<file path="src/rtl/wcut_pkg.sv">
package wcut_pkg;
  localparam int LIM_W   = 32;
  localparam int STAGE_W = 8;

  // physical limit to native code, truncating toward zero (int division)
  function automatic int native_bound(input int phys, input int scale);
    return phys / scale;
  endfunction
endpackage

</file>
<file path="src/rtl/wcut_delay_line.sv">
module wcut_delay_line #(
  parameter int W     = 12,
  parameter int DEPTH = 1
) (
  input  logic         clk,
  input  logic         rst,
  input  logic [W-1:0] d,
  output logic [W-1:0] q
);
  logic [W-1:0] stg [DEPTH];

  always_ff @(posedge clk) begin
    if (rst) begin
      for (int k = 0; k < DEPTH; k++) stg[k] <= '0;
    end else begin
      stg[0] <= d;
      for (int k = 1; k < DEPTH; k++) stg[k] <= stg[k-1];
    end
  end

  assign q = stg[DEPTH-1];
endmodule

</file>
<file path="src/rtl/wcut_window_test.sv">
module wcut_window_test
  import wcut_pkg::*;
#(
  parameter int                 W     = 12,
  parameter int                 NW    = 2,
  parameter int                 SCALE = 1,
  parameter logic [NW-1:0]      EN    = '1,
  parameter logic [NW*32-1:0]   LO    = '0,
  parameter logic [NW*32-1:0]   HI    = '0
) (
  input  logic [W-1:0] val,
  output logic         pass
);
  logic [NW-1:0] hit;

  for (genvar w = 0; w < NW; w++) begin : g_win
    if (EN[w]) begin : g_on
      localparam int NLO = native_bound($signed(LO[w*LIM_W +: LIM_W]), SCALE);
      localparam int NHI = native_bound($signed(HI[w*LIM_W +: LIM_W]), SCALE);
      assign hit[w] = ($signed(val) > NLO) && ($signed(val) < NHI);
    end else begin : g_off
      assign hit[w] = 1'b0;
    end
  end

  assign pass = |hit;
endmodule

</file>
<file path="src/rtl/wcut_flag.sv">
module wcut_flag
  import wcut_pkg::*;
#(
  parameter int                  NQ         = 3,
  parameter int                  NW         = 2,
  parameter int                  W          = 12,
  parameter int                  FLAG_STAGE = 4,
  parameter logic [NQ*8-1:0]     SRC_STAGE  = {8'd2, 8'd3, 8'd1},
  parameter logic [NQ-1:0]       Q_CONST    = 3'b100,
  parameter logic [NQ*32-1:0]    SCALE      = {32'd1, 32'd3, 32'd4},
  parameter logic [NQ*NW-1:0]    WIN_EN     = 6'b01_01_11,
  parameter logic [NQ*NW*32-1:0] LO_PHYS    = {32'sd0, 32'sd0, 32'sd0, -32'sd100, 32'sd1000, -32'sd400},
  parameter logic [NQ*NW*32-1:0] HI_PHYS    = {32'sd0, 32'sd50, 32'sd0, 32'sd200, 32'sd1200, 32'sd400}
) (
  input  logic          clk,
  input  logic          rst,
  input  logic [NQ*W-1:0] q_in,
  output logic          flag_o
);
  localparam int QBUS = NQ * W;

  logic [QBUS-1:0] q_aln;
  logic [NQ-1:0]   q_pass;

  for (genvar i = 0; i < NQ; i++) begin : g_q
    localparam int DLY = FLAG_STAGE - int'(SRC_STAGE[i*STAGE_W +: STAGE_W]);

    if (Q_CONST[i]) begin : g_const
      assign q_aln[i*W +: W] = q_in[i*W +: W];
    end else if (DLY < 0) begin : g_bad
      $error("wcut_flag: quantity %0d needs a negative alignment delay", i);
    end else if (DLY == 0) begin : g_nodly
      assign q_aln[i*W +: W] = q_in[i*W +: W];
    end else begin : g_dly
      wcut_delay_line #(.W(W), .DEPTH(DLY)) u_dly (
        .clk (clk),
        .rst (rst),
        .d   (q_in[i*W +: W]),
        .q   (q_aln[i*W +: W])
      );
    end

    wcut_window_test #(
      .W     (W),
      .NW    (NW),
      .SCALE (int'(SCALE[i*LIM_W +: LIM_W])),
      .EN    (WIN_EN[i*NW +: NW]),
      .LO    (LO_PHYS[i*NW*LIM_W +: NW*LIM_W]),
      .HI    (HI_PHYS[i*NW*LIM_W +: NW*LIM_W])
    ) u_win (
      .val  (q_aln[i*W +: W]),
      .pass (q_pass[i])
    );
  end

  assign flag_o = &q_pass;
endmodule

</file>
<file path="config.mk">
export PLATFORM = sky130hd
export DESIGN_NAME = wcut_flag
export DESIGN_NICKNAME = d
export VERILOG_FILES = /design/src/rtl/wcut_pkg.sv /design/src/rtl/wcut_delay_line.sv /design/src/rtl/wcut_window_test.sv /design/src/rtl/wcut_flag.sv
export SDC_FILE = /design/constraint.sdc
export NUM_CORES = 1
export LEC_CHECK = 0
export ABC_AREA = 1
export BUFFER_PORTS_ARGS = -buffer_cell sky130_fd_sc_hd__buf_2
export CAP_MARGIN = 25
export CORE_ASPECT_RATIO = 0.7
export CORE_UTILIZATION = 51
export CTS_CLUSTER_DIAMETER = 40
export DETAILED_ROUTE_END_ITERATION = 12
export PLACE_DENSITY = 0.73
export SETUP_SLACK_MARGIN = 0.4
export SYNTH_ARGS = -nofsm -noshare
export SYNTH_HDL_FRONTEND = slang
export SYNTH_SLANG_ARGS = --single-unit
</file>
<file path="constraint.sdc">
create_clock -name clk -period 1.75 [get_ports clk]
set_input_delay 0.525 -clock clk [delete_from_list [all_inputs] [get_ports clk]]
set_output_delay 0.525 -clock clk [all_outputs]
set_load 0.02 [all_outputs]
</file>
==> flow_summary.yaml <==
place:
  dp_hpwl_mm: 1.59
  portBuffers: 37
  placed_cell_area_mm2: 0.00188
  dp.cells: 291
  routabilityCongestion: 0.807
drt:
  drc: 0
  ant_nets: 0
  routed_wl_mm: 2.30
  num_vias: 1204
  vias_per_cell: 4.03
  drt_iter0_drc: 43
  drt_pass1_iterations: 4
  wire_per_inst_um: 7.69
timing:
  slew_headroom: 0.875
  fin_crit_sh: 1.09
  worst_slack_ps: -164
  max_freq_mhz: 523
  tightest_slew_ps: 188
  slew_viol_final: 0
  hold_viol: 0
  skew_ps: 4.42
  rsz0062_at_grt: "yes"
  setup_tns_ps: -164
  whs_ps: 392
  min_period_ps: 1910
  final-setup-viol-count: 1
hold_path:
  hold_start: "g_q[0].g_dly.u_dly.stg[0][17]"
  hp-class: "reg2reg"
clock_tree:
  tritoncts: "built"
  cts_buffer_depth: 2
  numCtsBuffers: 5
  root_buffer: "clkbuf_8"
  path_clk_slew_ps: 80
  clock_latency_ps: 290
  htree_num_levels: 2
  cts.sinks: 47
  cts_setup_buffers: 0
setup_path:
  critPathKind: "reg2out"
  path_cells: "nor2_1 -> nand2_1 -> o21ai_1 -> nand3b_1 -> a21oi_4 -> buf_6"
  cp.arrival_ps: 1390
  cpPeakStageDelay_ps: 370
  r2r-start: "g_q[0].g_dly.u_dly.stg[0][23]"
  crit_path_start: "g_q[0].g_dly.u_dly.stg[0][31]"
  crit_buf_inv: 1
  crit_slowest_cell: "dfxtp_4"
  cp_max_fo: 6
  cp-end-kind: "output port"
  required_ps: 1220
  cp_top_family: "flip-flops"
  crit_path_start_kind: "register"
floorplan:
  ios: 39
  die-area_mm2: 0.00347
  start_util: 0.564
  core_area_mm2: 0.00292
  die_y_um: 49.6
  die_width_um: 69.9
  std_cell_rows: 16
pwr:
  leakagePower_nw: 1.05
  p_per_area_mw_per_mm2: 1060
  vdd_ir_drop_max_v: 0.000746
  p_total_mw: 2.17
final_layout:
  largest_reg_flops: 47
  nets: 300
  drive_above_1_share: 0.236
  diodes: 0
  reg.largest.list: "g_q.g_dly.u_dly.stg (47)"
  regMostFlops: "g_q.g_dly.u_dly.stg"
  area.growth.synth_to_final_pct: 24.3
  design_area_mm2: 0.00205
  instances_no_fill: 299
yosys:
  synth_nets: 260
  ys_warn_count: 0
  synth_edf_count: 0
  synth_ff_type: "dfxtp_1"
  synth_top_cell_by_area: "dfxtp_1"
  ys_seq_elements: 47
  synthMostInstantiatedCell: "nor2_1"
  ys_seq_area_frac: 0.571
  synthTopCellsByCount: "nor2_1, inv_1, dfxtp_1"
  synth_top_area_frac: 0.571
  async_reset_ff_frac: 0
  synth_cell_types: 18
  synth_area_per_cell_um2: 7.42
  synth_area_mm2: 0.00165
  ys_top_cells_by_area: "dfxtp_1, nor2_1, inv_1, nand2_1, nand3b_1"
  synthCells: 222
job:
  cap_violations: 0
global_routing:
  grt_max_degree: 48
  grt_pass1_vias: 1044
  grt_pass1_wl_mm: 4.01
  grt-ovfl-total: 0
  grtUsageTotal: 0.151
  antenna_found_initial: 0
outcome:
  status: "finished, violations left"
  violations: "negative setup slack"
## logic make-up (layout without fill, tap and decap cells)
logic type | count (synthesis) | in the layout | share of synthesized area
and+or+nand+nor | 108 | 108 | 0.267
buffers and inverters | 62 | 103 | 0.144
DFF | 47 | 47 | 0.571
AOI/OAI and AO/OA | 5 | 5 | 0.0190
## power breakdown
part           internal, mW  total, mW  switching (mW)
Combinational        0.0664      0.132          0.0660
Clock                 0.570      0.902           0.332
Sequential             1.12       1.13          0.0178
## metal layers
metal | vias to the layer above | share of wire | GRT usage
li1 | 696 | - | -
met1 | 472 | 0.53 | 0.184
met2 | 30 | 0.40 | 0.232
met3 | 6 | 0.054 | 0.0511
met4 | 0 | 0.020 | 0.0900
met5 | - | 0 | 0
## through the flow
| step | setup slack [ps] | utilization |
|---|---|---|
| CTS | -168 | 0.698 |
| floorplan | 38.9 | - |
| detailed placement | -191 | 0.644 |
| global route | -245 | 0.701 |
| finish | -164 | 0.701 |
| global placement | -187 | 0.644 |
## worst paths after layout
kind,end,slack [ps],cells after the start
min,g_q[0].g_dly.u_dly.stg[0][29],390,2
min reg2reg,g_q[0].g_dly.u_dly.stg[0][29],390,2
max reg2reg,g_q[0].g_dly.u_dly.stg[0][35],1210,2
max,flag_o,-160,6
## worst min-delay path: stages (launching register included)
cell,delay [ps]
dfxtp_1,300
inv_1,40
nor2_1,30
## layout by cell type (no fill, tap or decap), types with 3 or more instances in the layout
cell,netlist,routed
inv_1,56,56
nand2_2,1,3
nand3b_1,3,3
dfxtp_1,47,40
clkbuf_8,0,5
nor2_1,67,65
nor2_2,1,3
dfxtp_2,0,6
nand2_1,31,29
buf_2,3,36
## cell type report
type                            instances  area [um^2]
Fill cell                             243          875
Clock inverter                          2         60.1
Inverter                               57          214
Multi-Input combinational cell        113          493
Tap cell                               36         45.0
Clock buffer                            6         72.6
Timing Repair Buffer                   38          211
Sequential cell                        47          952
## timing repair
action | in CTS | in global routing
setup endpoints to repair | 1 | 1
hold buffers | 0 | 0
gates resized for setup | 11 | 5
pin swaps | 2 | 0
No activity file was read; power rests on OpenSTA's default activity.
